$ cat src/rtl/tmig_pkg.sv
package tmig_pkg;
  typedef enum logic [1:0] {
    ST_IDLE  = 2'd0,
    ST_PWRUP = 2'd1,
    ST_XFER  = 2'd2,
    ST_GATE  = 2'd3
  } tmig_state_e;
endpackage

$ cat src/rtl/tmig_sample.sv
// Input register stage for temperature readings.
module tmig_sample #(
  parameter int N  = 4,
  parameter int TW = 8
) (
  input  logic          clk,
  input  logic          rst,
  input  logic [N*TW-1:0] temps_in,
  input  logic [TW-1:0] amb_in,
  output logic [N*TW-1:0] temps_q,
  output logic [TW-1:0] amb_q
);
  always_ff @(posedge clk) begin
    if (rst) begin
      temps_q <= '0;
      amb_q   <= '0;
    end else begin
      temps_q <= temps_in;
      amb_q   <= amb_in;
    end
  end
endmodule

$ cat src/rtl/tmig_thresh.sv
// Effective hot limit: base lowered by a scaled ambient term, clamped at zero.
module tmig_thresh #(
  parameter int TW = 8,
  parameter int SH = 2
) (
  input  logic [TW-1:0] base,
  input  logic [TW-1:0] amb_q,
  output logic [TW-1:0] thresh
);
  logic [TW-1:0] amb_term;
  assign amb_term = amb_q >> SH;
  assign thresh   = (base > amb_term) ? (base - amb_term) : '0;
endmodule

$ cat src/rtl/tmig_select.sv
// Picks the coolest unpowered core; strict compare keeps the lowest index on ties.
module tmig_select #(
  parameter int N  = 4,
  parameter int TW = 8,
  parameter int IW = 2
) (
  input  logic [N*TW-1:0] temps_q,
  input  logic [N-1:0]    pwr_en,
  output logic [IW-1:0]   cand_idx
);
  logic [TW-1:0] t_arr [N];

  genvar g;
  generate
    for (g = 0; g < N; g++) begin : g_unpack
      assign t_arr[g] = temps_q[g*TW +: TW];
    end
  endgenerate

  logic          found;
  logic [TW-1:0] best_t;

  always_comb begin
    found    = 1'b0;
    best_t   = '1;
    cand_idx = '0;
    for (int i = 0; i < N; i++) begin
      if (!pwr_en[i] && (!found || (t_arr[i] < best_t))) begin
        found    = 1'b1;
        best_t   = t_arr[i];
        cand_idx = IW'(i);
      end
    end
  end
endmodule

$ cat src/rtl/tmig_fsm.sv
// Handover sequencer: trigger, power-up wait, transfer handshake, gating.
module tmig_fsm
  import tmig_pkg::*;
#(
  parameter int N  = 4,
  parameter int TW = 8,
  parameter int DW = 16,
  parameter int PW = 8,
  parameter int IW = 2
) (
  input  logic            clk,
  input  logic            rst,
  input  logic [N*TW-1:0] temps_q,
  input  logic [TW-1:0]   thresh,
  input  logic [IW-1:0]   cand_idx,
  input  logic [DW-1:0]   min_dwell,
  input  logic [PW-1:0]   pgood_delay,
  input  logic            xfer_done,
  output logic [N-1:0]    pwr_en,
  output logic            migrate_req,
  output logic [IW-1:0]   target_idx,
  output logic [IW-1:0]   active_idx
);
  localparam logic [N-1:0] RESET_PWR = N'(1);

  tmig_state_e   state;
  logic [DW-1:0] dwell_cnt;
  logic [PW-1:0] pg_cnt;
  logic [TW-1:0] act_temp;
  logic          hot;
  logic          dwell_ok;

  assign act_temp = temps_q[active_idx*TW +: TW];
  assign hot      = (act_temp >= thresh);
  assign dwell_ok = (dwell_cnt >= min_dwell);

  always_ff @(posedge clk) begin
    if (rst) begin
      state       <= ST_IDLE;
      pwr_en      <= RESET_PWR;
      migrate_req <= 1'b0;
      target_idx  <= '0;
      active_idx  <= '0;
      dwell_cnt   <= '0;
      pg_cnt      <= '0;
    end else begin
      case (state)
        ST_IDLE: begin
          if (hot && dwell_ok) begin
            target_idx       <= cand_idx;
            pwr_en[cand_idx] <= 1'b1;
            pg_cnt           <= '0;
            state            <= ST_PWRUP;
          end else if (dwell_cnt != '1) begin
            dwell_cnt <= dwell_cnt + 1'b1;
          end
        end
        ST_PWRUP: begin
          if (pg_cnt == pgood_delay) begin
            migrate_req <= 1'b1;
            state       <= ST_XFER;
          end else begin
            pg_cnt <= pg_cnt + 1'b1;
          end
        end
        ST_XFER: begin
          if (xfer_done) begin
            migrate_req <= 1'b0;
            state       <= ST_GATE;
          end
        end
        ST_GATE: begin
          pwr_en[active_idx] <= 1'b0;
          active_idx         <= target_idx;
          dwell_cnt          <= '0;
          state              <= ST_IDLE;
        end
        default: state <= ST_IDLE;
      endcase
    end
  end

  // a single powered core whenever no handover is running
  p_single_core_r2: assert property (@(posedge clk) disable iff (rst)
    (state == ST_IDLE) |-> ($countones(pwr_en) == 1));

  // the handover window never powers more than two cores
  p_max_two_r2: assert property (@(posedge clk) disable iff (rst)
    $countones(pwr_en) <= 2);

  // the active core is never unpowered
  p_active_powered_r2: assert property (@(posedge clk) disable iff (rst)
    pwr_en[active_idx]);

  // destination differs from the active core during a handover
  p_target_differs_r5: assert property (@(posedge clk) disable iff (rst)
    (state != ST_IDLE) |-> (target_idx != active_idx));

  // request held while transfer not done
  p_req_hold_r8: assert property (@(posedge clk) disable iff (rst)
    (migrate_req && !xfer_done) |=> migrate_req);

  // request dropped right after done
  p_req_drop_r8: assert property (@(posedge clk) disable iff (rst)
    (migrate_req && xfer_done) |=> !migrate_req);

  // old core gated and active updated one cycle after request falls
  p_gate_after_r9: assert property (@(posedge clk) disable iff (rst)
    $fell(migrate_req) |=> ((pwr_en == (RESET_PWR << target_idx)) && (active_idx == target_idx)));
endmodule

$ cat src/rtl/thermal_migrator.sv
module thermal_migrator #(
  parameter int N_CORES   = 4,
  parameter int TEMP_W    = 8,
  parameter int DWELL_W   = 16,
  parameter int PGOOD_W   = 8,
  parameter int AMB_SHIFT = 2,
  parameter int IDX_W     = (N_CORES > 1) ? $clog2(N_CORES) : 1
) (
  input  logic                      clk,
  input  logic                      rst,
  input  logic [N_CORES*TEMP_W-1:0] core_temp,
  input  logic [TEMP_W-1:0]         ambient_temp,
  input  logic [TEMP_W-1:0]         base_thresh,
  input  logic [DWELL_W-1:0]        min_dwell,
  input  logic [PGOOD_W-1:0]        pgood_delay,
  input  logic                      xfer_done,
  output logic [N_CORES-1:0]        core_pwr_en,
  output logic                      migrate_req,
  output logic [IDX_W-1:0]          target_idx,
  output logic [IDX_W-1:0]          active_idx
);
  logic [N_CORES*TEMP_W-1:0] temps_q;
  logic [TEMP_W-1:0]         amb_q;
  logic [TEMP_W-1:0]         thresh;
  logic [IDX_W-1:0]          cand_idx;

  tmig_sample #(.N(N_CORES), .TW(TEMP_W)) i_sample (
    .clk      (clk),
    .rst      (rst),
    .temps_in (core_temp),
    .amb_in   (ambient_temp),
    .temps_q  (temps_q),
    .amb_q    (amb_q)
  );

  tmig_thresh #(.TW(TEMP_W), .SH(AMB_SHIFT)) i_thresh (
    .base   (base_thresh),
    .amb_q  (amb_q),
    .thresh (thresh)
  );

  tmig_select #(.N(N_CORES), .TW(TEMP_W), .IW(IDX_W)) i_select (
    .temps_q  (temps_q),
    .pwr_en   (core_pwr_en),
    .cand_idx (cand_idx)
  );

  tmig_fsm #(
    .N(N_CORES), .TW(TEMP_W), .DW(DWELL_W), .PW(PGOOD_W), .IW(IDX_W)
  ) i_fsm (
    .clk         (clk),
    .rst         (rst),
    .temps_q     (temps_q),
    .thresh      (thresh),
    .cand_idx    (cand_idx),
    .min_dwell   (min_dwell),
    .pgood_delay (pgood_delay),
    .xfer_done   (xfer_done),
    .pwr_en      (core_pwr_en),
    .migrate_req (migrate_req),
    .target_idx  (target_idx),
    .active_idx  (active_idx)
  );
endmodule

$ cat config.mk
export PLATFORM = sky130hd
export DESIGN_NAME = thermal_migrator
export DESIGN_NICKNAME = d
export VERILOG_FILES = /design/src/rtl/tmig_pkg.sv /design/src/rtl/tmig_sample.sv /design/src/rtl/tmig_thresh.sv /design/src/rtl/tmig_select.sv /design/src/rtl/tmig_fsm.sv /design/src/rtl/thermal_migrator.sv
export SDC_FILE = /design/constraint.sdc
export NUM_CORES = 1
export LEC_CHECK = 0
export BUFFER_PORTS_ARGS = -buffer_cell sky130_fd_sc_hd__buf_4
export CAP_MARGIN = 0
export CORE_MARGIN = 2
export CORE_UTILIZATION = 40
export CTS_CLUSTER_SIZE = 12
export DETAILED_ROUTE_END_ITERATION = 6
export PLACE_DENSITY = 0.67
export SLEW_MARGIN = 20
export SYNTH_ARGS = -nofsm -noshare
export SYNTH_HDL_FRONTEND = slang
export SYNTH_SLANG_ARGS = --single-unit
$ cat constraint.sdc
create_clock -name clk -period 6.6 [get_ports clk]
set_input_delay 0.33 -clock clk [delete_from_list [all_inputs] [get_ports clk]]
set_output_delay 0.33 -clock clk [all_outputs]
set_load 0.01 [all_outputs]
; ---- Word-level counts from Yosys, hierarchy flattened
; Cells that the tools add are included.
[totals]
latchBits = 0
register_bits = 75
in_bits = 75
mem_bits_ro = 0
mem_bits_rw = 0
elab_cells = 90
output_inout_bits = 9
memories = 0
[op_classes]
shift = 1
n_reduce_logical = 24
n_bitwise = 3
addsub = 3
order_cmp = 10
mux = 29
n_eq_ne = 11
multipliers = 0
div_mod_pow = 0
[ops]
columns = cell, count
row1 = 2-to-1 mux 8 bit, 6
row2 = 2-to-1 mux 16 bit, 2
row3 = case mux 16 bit (2 select lines), 1
row4 = indexed part select 32 x 6 -> 8 bit, 1
row5 = < comparator 8 bit, 3
row6 = "adder 16 x 1 -> 16 bit, second input constant", 1
row7 = >= comparator 16 bit, 1
row8 = "!= test 16 bit, second input constant", 1
row9 = case mux 8 bit (2 select lines), 1
row10 = AND reduction 3 bit, 4
row11 = 2-to-1 mux 2 bit, 5
row12 = "adder 8 x 1 -> 8 bit, second input constant", 1
row13 = == test 8 bit, 1
row14 = >= comparator 8 bit, 1
row15 = > comparator 8 x 6 -> 1 bit, 1
row16 = 2-to-1 mux 1 bit, 8
row17 = case mux 2 bit (4 select lines), 1
row18 = case mux 4 bit (2 select lines), 1
row19 = subtractor 8 x 6 -> 8 bit, 1
row20 = logical AND 1 bit, 6
row21 = "< comparator 2 x 3 -> 1 bit, second input constant", 2
row22 = "!= test 2 x 1 -> 1 bit, second input constant", 3
row23 = "!= test 2 bit, second input constant", 3
row24 = nonzero test 2 bit, 3
row25 = other kinds (13), 23

; ---- Logic depth before layout (Yosys ltp)
; Gate-level depths: netlist of the first run.
[depth]
word_depth = 20
mapped_depth = 26
ltp_nobuf = 22

; ---- By module
; From an unflattened synthesis of the first run, not the netlist that was laid out.
[hier_totals]
cells_unflattened = 582
area_unflattened_um2 = 5183.7
[modules_own_cells]
columns = module, seq_area_each_um2, instances, area_each_um2, cells_per_inst
row1 = tmig_fsm, 700.7, 1, 2882.8, 350
row2 = tmig_sample, 800.8, 1, 1156.1, 84
row3 = tmig_select, 0.0, 1, 792.0, 100
row4 = tmig_thresh, 0.0, 1, 352.8, 48

; ---- Worst setup path after synthesis of the first run
; No wires, ideal clock.
[synth_timing]
kind = reg-to-reg
from = register i_fsm.pwr_en[0]
to = register i_fsm.target_idx[1]
path_buffers = 4
path_stages_with_launch = 25
required_ns = 6.462
arrival_ns = 5.665
slack_ns = 0.797
synth_period_minus_slack_ns = 5.803
cell_sequence = dfxtp_1 buf_2 buf_1 nor2_1 ha_1 nand3_1 or3_1 and2_4 o21ba_1 buf_6 mux2_4 ha_1 nand2_1 o21ai_0 o221ai_1 o311ai_1 buf_4 mux2_2 ha_1 a21oi_1 o21a_1 o2bb2ai_1 or3_1 o2111ai_1 a311oi_1
[synth_via]
elab_chain_cells = 13
[synth_lines]
columns = item, line
row1 = "start, declared", tmig_fsm.sv:19  ; output logic [N-1:0] pwr_en,
row2 = "start signal, assigned", tmig_fsm.sv:40  ; pwr_en <= RESET_PWR;
row3 = "start signal, assigned by index", tmig_fsm.sv:51  ; pwr_en[cand_idx] <= 1'b1;
row4 = "start signal, assigned by index", tmig_fsm.sv:73  ; pwr_en[active_idx] <= 1'b0;
row5 = 2-to-1 mux 8 bit, tmig_select.sv:28  ; if (!pwr_en[i] && (!found || (t_arr[i] < best_t))) begin
row6 = < comparator 8 bit, tmig_select.sv:28
row7 = logical OR 1 bit, tmig_select.sv:28
row8 = logical AND 1 bit, tmig_select.sv:28
row9 = 2-to-1 mux 8 bit / 2-to-1 mux 1 bit (equally long branches), tmig_select.sv:28
row10 = < comparator 8 bit / zero test 1 bit (equally long branches), tmig_select.sv:28
row11 = logical OR 1 bit, tmig_select.sv:28
row12 = logical AND 1 bit, tmig_select.sv:28
row13 = 2-to-1 mux 8 bit / 2-to-1 mux 1 bit (equally long branches), tmig_select.sv:28
row14 = < comparator 8 bit / zero test 1 bit (equally long branches), tmig_select.sv:28
row15 = logical OR 1 bit, tmig_select.sv:28
row16 = logical AND 1 bit, tmig_select.sv:28
row17 = 2-to-1 mux 2 bit (*), tmig_select.sv:28
row18 = "end signal, assigned", tmig_fsm.sv:50  ; target_idx <= cand_idx;
row19 = "end, declared", tmig_fsm.sv:21  ; output logic [IW-1:0] target_idx,
; Every way passes the cells marked *; elsewhere a longest branch is shown, timed or not.
; A chain may end at the register's enable or synchronous reset.

; ---- Worst setup path after layout of the first run
; Ends and elaborated chain as after synthesis.

==> results of run 1 <==
## cells in the final DEF, fill, tap and decap left out, types with 8 or more instances in the layout
master / count
nand4_1: 9
o31ai_1: 15
buf_4: 86
o21ai_0: 14
mux2i_1: 9
clkbuf_16: 9
mux2_2: 8
nor2b_1: 41
xor2_1: 11
mux4_2: 8
ha_1: 55
nor2_1: 28
a21oi_1: 45
dfxtp_1: 73
nand3_1: 16
or4_1: 16
nand2_1: 27
inv_1: 54
## through the flow
step | cells | util, % | cell area, um^2 | hold slack [ns]
2_1_floorplan | 556 | - | 4930 | 0.4544
3_3_place_gp | 765 | 46.96 | 5640 | 0.4672
3_5_place_dp | 765 | 46.96 | 5640 | 0.4819
4_1_cts | 781 | 49.53 | 5949 | 0.1957
5_1_grt | 781 | 49.60 | 5958 | 0.2034
6_report | 781 | 49.60 | 5958 | 0.1991
## Yosys cell counts (all sizes together), types with 2 or more instances
master	count	share of area, %
a211oi	7	1.2
a21boi	3	0.46
a21o	7	1.1
a21oi	45	4.6
a311oi	3	0.53
a31oi	2	0.25
and3	2	0.25
and4	4	0.76
buf	9	1.3
clkbuf	15	1.1
dfxtp	73	30
ha	55	14
inv	54	4.1
mux2	14	3.7
mux2i	9	1.8
mux4	8	3.7
nand2	27	2.1
nand2b	6	0.76
nand3	16	1.6
nand4	9	1.1
nand4b	3	0.53
nor2	28	2.1
nor2b	41	5.2
nor4	7	0.89
nor4b	2	0.36
o211ai	3	0.46
o21a	3	0.46
o21ai	15	1.5
o21bai	4	0.61
o221ai	2	0.36
o311a	2	0.41
o311ai	3	0.69
o31ai	16	2.5
or2	4	0.51
or3	6	0.76
or4	16	2.4
xor2	11	2.0
## flip-flops by register name (all words and copies together) (netlist names)
register / flops
i_sample.temps_q: 32
i_fsm.dwell_cnt: 16
i_fsm.pg_cnt: 8
i_sample.amb_q: 6
i_fsm.pwr_en: 4
i_fsm.active_idx: 2
i_fsm.state: 2
i_fsm.target_idx: 2
i_fsm.migrate_req: 1
## power by group through the flow
stage	clock [W]	sequential (W)	combinational (W)
after floorplan	0	0.000471	0.000130
after global placement	0	0.000477	0.000188
after detailed placement	0	0.000477	0.000195
after CTS	0.000513	0.000467	0.000197
after global routing	0.000530	0.000469	0.000222
final	0.000501	0.000468	0.000197
## area by class of cell
class	instances	area share, %
well taps	147	3.087
repair buffers	86	10.84
flip-flops and latches	73	24.53
multi-input cells	405	52.96
clock buffers	14	4.599
inverters	54	3.402
clock inverters	2	0.5880
## cells by family after synthesis
logic type	count (synthesis)
fa+ha+maj	56
compound gates	130
mux	31
simple gates	176
buf+inv	78
flops	73
xor+xnor	12
## routing by layer
layer  wire, um  GRT usage (%)  vias to the layer above
met2       5571          31.37                       87
met1       5477          23.58                     2028
met4        210          6.908                        0
met3        518          3.321                       16
li1           -              -                     2174
met5          0              0                        -
## final timing paths
| kind | from | end | slack (ns) |
|---|---|---|---|
| setup / recovery | i_fsm.pwr_en[0] | i_fsm.target_idx[1] | 0.46 |
| setup reg to reg | i_fsm.pwr_en[0] | i_fsm.target_idx[1] | 0.46 |
| hold reg to reg | i_fsm.pg_cnt[7] | i_fsm.pg_cnt[7] | 0.48 |
| hold / removal | core_temp[26] | i_sample.temps_q[26] | 0.20 |
==> results_dict.tcl, run 1 <==
set metrics [dict create \
    p_switching_w 0.0002852 \
    synthFlopType "dfxtp_1" \
    cts-root-buf "clkbuf_16" \
    p_int_w 0.0008802 \
    synth_xor_area_share_pct 2.132 \
    arrival_ns 6.33 \
    regArea_mm2 0.001461 \
    synth_compound_area_share_pct 17.92 \
    vias 4305 \
    max_stage_delay_ns 0.47 \
    drt_first_iter_violations 182 \
    hold_path.class "in2reg" \
    syn-cell-area_mm2 0.004930 \
    grt_use_total_pct 18.52 \
    ys_warn_count 0 \
    cp_data_required_time_ns 6.80 \
    p_clk_share_pct 43.0 \
    hold_depth 2 \
    power_w 0.001165 \
    die_area_mm2 0.01323 \
    antenna_found_initial 0 \
    drv_cap 0 \
    cts_buffer_depth 2 \
    routed_wl_um 11780 \
    crit_cells 24 \
    p_per_area_mw_per_mm2 195.6 \
    start_util_pct 41.04 \
    fill_cells 1141 \
    area_growth_pct 20.86 \
    die_h_um 115.0 \
    grt.overflow.total 0 \
    relSlewSlack_pct 45.77 \
    ant_nets 0 \
    path_class "reg2reg" \
    grt_pass1_vias 4318 \
    critPathMostFrequentCell "ha_1" \
    cts-buffers-inserted 9 \
    cp-start-kind "flop" \
    avgSynthCellArea_um2 8.866 \
    grt_pass1_wl_um 19690 \
    setup_violations 0 \
    tns_ns 0 \
    fin_crit_sh_pct 92.97 \
    muxShareOfSynthArea_pct 9.137 \
    synth_top_family_by_area "simple AND/OR/NAND/NOR gates" \
    dp_hpwl_um 9095 \
    switching_share_pct 24.47 \
    yosys.area_share.simple_pct 20.28 \
    crit_buf_inv 2 \
    ys_seq_elements 73 \
    grt_max_degree 54 \
    htree_levels 3 \
    drive_gt1_share_pct 21.14 \
    clk_pin_slew_worst_paths_ns 0.05 \
    synth-edff-count 0 \
    cp_slowest_cell "dfxtp_1" \
    cts_hold_repair.buffers 0 \
    peakVddDrop_mv 0.1055 \
    wl_per_cell_um 15.08 \
    rsz0062_at_grt "false" \
    synth_fa_ha_area_share_pct 14.37 \
    power_frac_comb_pct 16.9 \
    cts_num_sinks 73 \
    worstSetupEndpointType "flop" \
    cts_resized 0 \
    crit_fanout 11 \
    ios 84 \
    rows 40 \
    nets 760 \
    finalHoldViolCount 0 \
    path_delay_family "compound AO/OA/AOI/OAI gates" \
    drcViolationCount 0 \
    max_freq_ghz 0.1630 \
    async_reset_ff_share_pct 0 \
    final.setup_skew_ns 0.003654 \
    syn_nets 687 \
    worst_pin_slew_ns 0.8029 \
    post-place-ws_ns 0.6055 \
    post-cts-setup-buffers 0 \
    power.leakage_nw 2.583 \
    status "finished clean" \
    vias_per_cell 5.512 \
    critical_path.cell_chain "nor2_1, ha_1, a21oi_1, nand2_1, a31oi_1, and2_4, o21ba_1, buf_4, mux2_4, ha_1, nand2_1, nor2_1, o221ai_1, o311ai_1, buf_4, mux2_2, ha_1, a21oi_1, o21a_1, o2bb2ai_1, nor4_1, o311ai_2, o2111ai_1, a311oi_1" \
    multi_input_area_mm2 0.003156 \
    synth_cells 556 \
    rr_worst_depth 24 \
    min_period_ns 6.136 \
    fp.dieW_um 115.0 \
    fp.coreArea_mm2 0.01201 \
    place_congestion 0.8162 \
    port_buffers 81 \
    setup_ws_ns 0.4640 \
    drtPass1Iterations 4 \
    clk_latency_ns 0.34 \
    drv_slew 0 \
    cts_tree "done" \
    yosysUniqueCellTypes 69 \
    yosysSeqAreaShare_pct 29.64 \
    n_antenna_cell 0 \
    sequentialPowerShare_pct 40.1 \
]
(Power assumes the default switching activity.)
==> inputs of run 2 (changes only) <==
--- a/config.mk
+++ b/config.mk
@@ -15,4 +15,5 @@
 export SLEW_MARGIN = 20
 export SYNTH_ARGS = -nofsm -noshare
 export SYNTH_HDL_FRONTEND = slang
+export SYNTH_HIERARCHICAL = 1
 export SYNTH_SLANG_ARGS = --single-unit
==> run 2 against run 1 <==
  * Sequential cell count stayed put
  * Die area rose by 3.8%
  * Power rose by 6.6%
  * Wire length grew 7.9%
  * Cell area up 3.5%
  * Global-route usage increased by 0.71 points
  * Critical endpoint is now i_fsm/pwr_en[2]
  * Largest cell class unchanged
==> results_dict.tcl, run 2 <==
set metrics [dict create \
    dp_hpwl_um 9532 \
    dp.cells 812 \
    worstSetupEndpointType "flop" \
    area_growth_pct 20.31 \
    hp-start "ambient_temp[6]" \
    r2r_start "i_fsm/pwr_en[0]" \
    multi_input_area_mm2 0.003318 \
    min_to "i_sample/amb_q[6]" \
    synth_cells 578 \
    routed_wl_um 12700 \
    grt.overflow.total 0 \
    cts_num_sinks 73 \
    clk_latency_ns 0.34 \
    n_antenna_cell 0 \
    p_per_area_mw_per_mm2 201.4 \
    largest_reg_flops 32 \
    power.leakage_nw 2.586 \
    status "finished clean" \
    setup_violations 0 \
    r2r_slack_ns 0.58 \
    max_stage_delay_ns 0.49 \
    drv_slew 0 \
    syn-cell-area_mm2 0.005126 \
    grt_pass1_wl_um 21010 \
    min_period_ns 6.025 \
    path_class "reg2reg" \
    drv_cap 0 \
    cts_buffer_depth 2 \
    ant_nets 0 \
    wl_per_cell_um 15.34 \
    vias_per_cell 5.565 \
    layout_common_cells "buf_4, dfxtp_1, inv_1, ha_1, nor2_1" \
    die_h_um 117.2 \
    regArea_mm2 0.001461 \
    avgSynthCellArea_um2 8.869 \
    rsz0062_at_grt "false" \
    p_clk_share_pct 41.1 \
    ios 84 \
    final.setup_skew_ns 0.005000 \
    drt_first_iter_violations 291 \
    vias 4608 \
    cts-root-buf "clkbuf_16" \
    drive_gt1_share_pct 26.07 \
    switching_share_pct 27.28 \
    hold_path.class "in2reg" \
    nets 782 \
    critPathMostFrequentCell "ha_1" \
    crit_fanout 12 \
    drcViolationCount 0 \
    critical_path.cell_chain "buf_4, nor2_1, ha_1, a41o_1, a311oi_4, o21bai_2, o32ai_1, ha_1, a2111oi_0, o21a_1, o211ai_1, o21bai_4, mux2_2, ha_1, a211oi_1, o21ai_0, nor3_1, o21ai_0, nor2_1, or3_1, nor3b_1, a21oi_1, nor3_1" \
    fp.dieW_um 117.2 \
    layout_commonest_cell "buf_4" \
    start_util_pct 40.79 \
    p_switching_w 0.0003388 \
    grt_max_degree 78 \
    port_buffers 81 \
    cts-buffers-inserted 9 \
    cts_tree "done" \
    htree_levels 3 \
    cp_slowest_cell "dfxtp_1" \
    place_congestion 0.9150 \
    p_int_w 0.0009032 \
    die_area_mm2 0.01374 \
    ys_warn_count 6 \
    post-cts-setup-buffers 0 \
    power_frac_comb_pct 20.6 \
    tns_ns 0 \
    final_cells 828 \
    arrival_ns 6.21 \
    top_regs "i_sample/temps_q: 32 flops, i_fsm/dwell_cnt: 16 flops, i_fsm/pg_cnt: 8 flops" \
    hold_depth 2 \
    drtPass1Iterations 5 \
    cp-start-kind "flop" \
    cp_data_required_time_ns 6.79 \
    relSlewSlack_pct 36.45 \
    rows 41 \
    syn_nets 709 \
    fin_crit_sh_pct 91.29 \
    grt_use_total_pct 19.24 \
    grt_pass1_vias 4461 \
    rr_worst_depth 23 \
    sequentialPowerShare_pct 38.3 \
    worst_pin_slew_ns 0.9533 \
    fp.coreArea_mm2 0.01257 \
    fill_cells 1198 \
    r2r_end "i_fsm/pwr_en[2]" \
    largest-register "i_sample/temps_q" \
    max_freq_ghz 0.1660 \
    antenna_found_initial 0 \
    peakVddDrop_mv 0.1235 \
    clk_pin_slew_worst_paths_ns 0.06 \
    finalHoldViolCount 0 \
]
## run 2: through the flow
stage	setup WS, ns	instance area [um^2]	hold slack [ns]	util, %	power [W]
CTS	0.5886	6165	0.1949	49.05	0.001252
global placement	0.8329	5848	0.4766	46.53	0.0007291
detailed placement	0.6577	5848	0.5151	46.53	0.0007391
floorplan	1.031	5126	0.4582	-	0.0006576
global route	0.07880	6167	0.1964	49.07	0.001306
finish	0.5750	6167	0.1976	49.07	0.001242
## run 2: routing by layer
| metal | GRT usage, % | up-vias | part of all wire, % |
|---|---|---|---|
| li1 | - | 2272 | - |
| met1 | 24.95 | 2188 | 45 |
| met2 | 31.95 | 126 | 48 |
| met3 | 4.377 | 22 | 5.4 |
| met4 | 5.804 | 0 | 1.9 |
| met5 | 0 | - | 0 |
## run 2: what timing repair did
| item | CTS | global route |
|---|---|---|
| endpoints found under the setup margin | 0 | 1 |
| hold buffers | 0 | 0 |
| resized for setup | 0 | 1 |
## run 2: critical path: cells and delay by family, from the launching register on
family                   cells  cell delay [ns]
flip-flops                   1             0.49
AND/OR/NAND/NOR              6             0.89
multiplexers                 1             0.38
buffers and inverters        1             0.25
AO/OA/AOI/OAI               12             2.90
adder cells (fa/ha/maj)      3             0.95
## run 2: worst max path at each step
stage	from	to	depth (start not counted)
floorplan	i_fsm/pwr_en[0]	i_fsm/pwr_en[0]	23
global placement	i_fsm/pwr_en[0]	i_fsm/pwr_en[0]	23
detailed placement	i_fsm/pwr_en[0]	i_fsm/pwr_en[2]	23
CTS	i_fsm/pwr_en[0]	i_fsm/pwr_en[2]	23
global route	i_fsm/pwr_en[0]	i_fsm/pwr_en[2]	23
finish	i_fsm/pwr_en[0]	i_fsm/pwr_en[2]	23
## run 2: final cells by class
cell class / count / area share [%]
multi-input combinational: 423 / 53.80
sequential: 73 / 23.70
timing repair buffer: 84 / 10.23
clock buffer: 12 / 4.321
inverter: 60 / 3.652
tap: 172 / 3.490
clock inverter: 4 / 0.8115
## run 2: power groups by stage
| stage | Sequential [W] | Clock [W] | Combinational [W] |
|---|---|---|---|
| after floorplan | 0.000480 | 0 | 0.000178 |
| after global placement | 0.000484 | 0 | 0.000245 |
| after detailed placement | 0.000485 | 0 | 0.000254 |
| after CTS | 0.000475 | 0.000521 | 0.000256 |
| after global routing | 0.000478 | 0.000540 | 0.000288 |
| final | 0.000476 | 0.000510 | 0.000256 |
==> inputs of run 3 (changes only) <==
==> constraint.sdc (replaced) <==
create_clock -name clk -period 7.1 [get_ports clk]
set_input_delay 0.355 -clock clk [delete_from_list [all_inputs] [get_ports clk]]
set_output_delay 0.355 -clock clk [all_outputs]
set_load 0.01 [all_outputs]
==> run 3 against run 2 <==
  * Sequential share of layout area hardly changed
  * Register-to-register slack improved by 0.23 ns
  * Core utilization decreased by 0.080 points
  * Hold slack improved by 0.030 ns
  * Die area is the same
  * Critical path depth shrank 1
  * Combinational power down 8.2%
==> results_dict.tcl, run 3 (synthesis results as in run 2) <==
set metrics [dict create \
    cts_tree "done" \
    final.setup_skew_ns 0.007539 \
    rr_worst_depth 22 \
    routed_wl_um 12770 \
    r2r_end "i_fsm/pwr_en[0]" \
    wl_per_cell_um 15.44 \
    start_util_pct 40.79 \
    worstSetupEndpointType "flop" \
    max_freq_ghz 0.1589 \
    min_to "i_sample/temps_q[17]" \
    largest-register "i_sample/temps_q" \
    rsz0062_at_grt "false" \
    layout_common_cells "buf_4, dfxtp_1, inv_1, ha_1, nor2_1" \
    final_util_pct 48.99 \
    crit_fanout 9 \
    n_antenna_cell 0 \
    place_congestion 0.9371 \
    status "finished clean" \
    setup_violations 0 \
    cts_num_sinks 73 \
    ant_nets 0 \
    arrival_ns 6.47 \
    finalHoldViolCount 0 \
    drcViolationCount 0 \
    cts_hold_repair.buffers 0 \
    peakVddDrop_mv 0.1147 \
    drtPass1Iterations 5 \
    top_regs "i_sample/temps_q: 32 flops, i_fsm/dwell_cnt: 16 flops, i_fsm/pg_cnt: 8 flops" \
    clk_pin_slew_worst_paths_ns 0.06 \
    p_per_area_mw_per_mm2 186.8 \
    cp-start-kind "flop" \
    grt_pass1_wl_um 21050 \
    drv_slew 0 \
    cp_data_required_time_ns 7.28 \
    grt_pass1_vias 4437 \
    grt.overflow.total 0 \
    cts-buffers-inserted 9 \
    hold_path.class "in2reg" \
    cts_resized 0 \
    htree_levels 3 \
    r2r_start "i_fsm/pwr_en[0]" \
    die_area_mm2 0.01374 \
    fp.coreArea_mm2 0.01257 \
    fp.dieW_um 117.2 \
    dp_hpwl_um 9410 \
    fin_crit_sh_pct 88.63 \
    tns_ns 0 \
    relSlewSlack_pct 36.65 \
    nets 781 \
    hp-start "core_temp[17]" \
    ios 84 \
    port_buffers 81 \
    vias 4588 \
    rows 41 \
    min_period_ns 6.293 \
    layout_commonest_cell "buf_4" \
    grt_use_total_pct 19.14 \
    die_h_um 117.2 \
    r2r_slack_ns 0.81 \
    worst_pin_slew_ns 0.9502 \
    post-cts-setup-buffers 0 \
    drive_gt1_share_pct 25.80 \
    cts_buffer_depth 2 \
    antenna_found_initial 0 \
    largest_reg_flops 32 \
    area_growth_pct 20.11 \
    drv_cap 0 \
    power.leakage_nw 2.581 \
    grt_max_degree 78 \
    hold_depth 2 \
    path_class "reg2reg" \
    clk_latency_ns 0.33 \
    drt_first_iter_violations 337 \
    vias_per_cell 5.548 \
    cts-root-buf "clkbuf_16" \
]
## run 3: changes by cell type in the layout (fill, tap and decap cells not counted)
cell,delta
buf_4,-1
nor2_2,-1
nor2_1,+1
## run 3: layout make-up
cell class / instances / area (um^2)
Clock buffer: 12 / 266.5
Sequential cell: 73 / 1461
Fill cell: 1195 / 6411
Multi-Input combinational cell: 423 / 3316
Timing Repair Buffer: 83 / 623.1
Clock inverter: 4 / 50.05
Tap cell: 172 / 215.2
Inverter: 60 / 225.2
## run 3: metrics by stage
| stage | cell area (um^2) | hold slack (ns) | cells | setup slack (ns) | total power (W) |
|---|---|---|---|---|---|
| 3_3_place_gp | 5841 | 0.4768 | 811 | 1.091 | 0.0006752 |
| 5_1_grt | 6157 | 0.2230 | 827 | 0.2372 | 0.001209 |
| 3_5_place_dp | 5841 | 0.5205 | 811 | 0.9763 | 0.0006841 |
| 2_1_floorplan | 5126 | 0.4677 | 578 | 1.531 | 0.0006113 |
| 6_report | 6157 | 0.2279 | 827 | 0.8073 | 0.001150 |
| 4_1_cts | 6157 | 0.2247 | 827 | 0.9253 | 0.001158 |
## run 3: worst max-delay path by stage
stage                      endpoint            start  slack [ns]  cells past startpoint
floorplan           i_fsm/pwr_en[0]  i_fsm/pwr_en[0]        1.53                     23
global placement    i_fsm/pwr_en[0]  i_fsm/pwr_en[0]        1.09                     22
detailed placement  i_fsm/pwr_en[2]  i_fsm/pwr_en[0]        0.98                     22
CTS                 i_fsm/pwr_en[0]  i_fsm/pwr_en[0]        0.93                     22
global route        i_fsm/pwr_en[2]  i_fsm/pwr_en[0]        0.24                     22
finish              i_fsm/pwr_en[0]  i_fsm/pwr_en[0]        0.81                     22
## run 3: where the power goes
| part | internal (W) | switching, W |
|---|---|---|
| sequential | 0.000426 | 0.0000163 |
| clock | 0.000300 | 0.000173 |
| combinational | 0.000111 | 0.000124 |
| total | 0.000838 | 0.000312 |
## run 3: worst max-delay path, cell delays in order, from the launching register on
cell and delay [ns]:
dfxtp_1 0.50, nor2_1 0.10, ha_1 0.30, a211oi_1 0.08
o21ai_1 0.46, o22ai_1 0.24, nor2_1 0.47, o32ai_1 0.21
ha_1 0.34, a2111oi_0 0.40, o21a_1 0.20, o211ai_1 0.13
o21bai_4 0.30, mux2_2 0.38, ha_1 0.29, a211oi_1 0.20
o21ai_0 0.21, a2111oi_0 0.41, nor3_1 0.07, o21ai_0 0.51
nor2_1 0.09, a21oi_1 0.17, o311ai_1 0.09
## run 3: routing by layer
| metal | track usage [%] | wire length (um) |
|---|---|---|
| met4 | 6.745 | 215 |
| met5 | 0 | 0 |
| met2 | 31.34 | 6105 |
| met3 | 4.222 | 763 |
| met1 | 24.87 | 5680 |
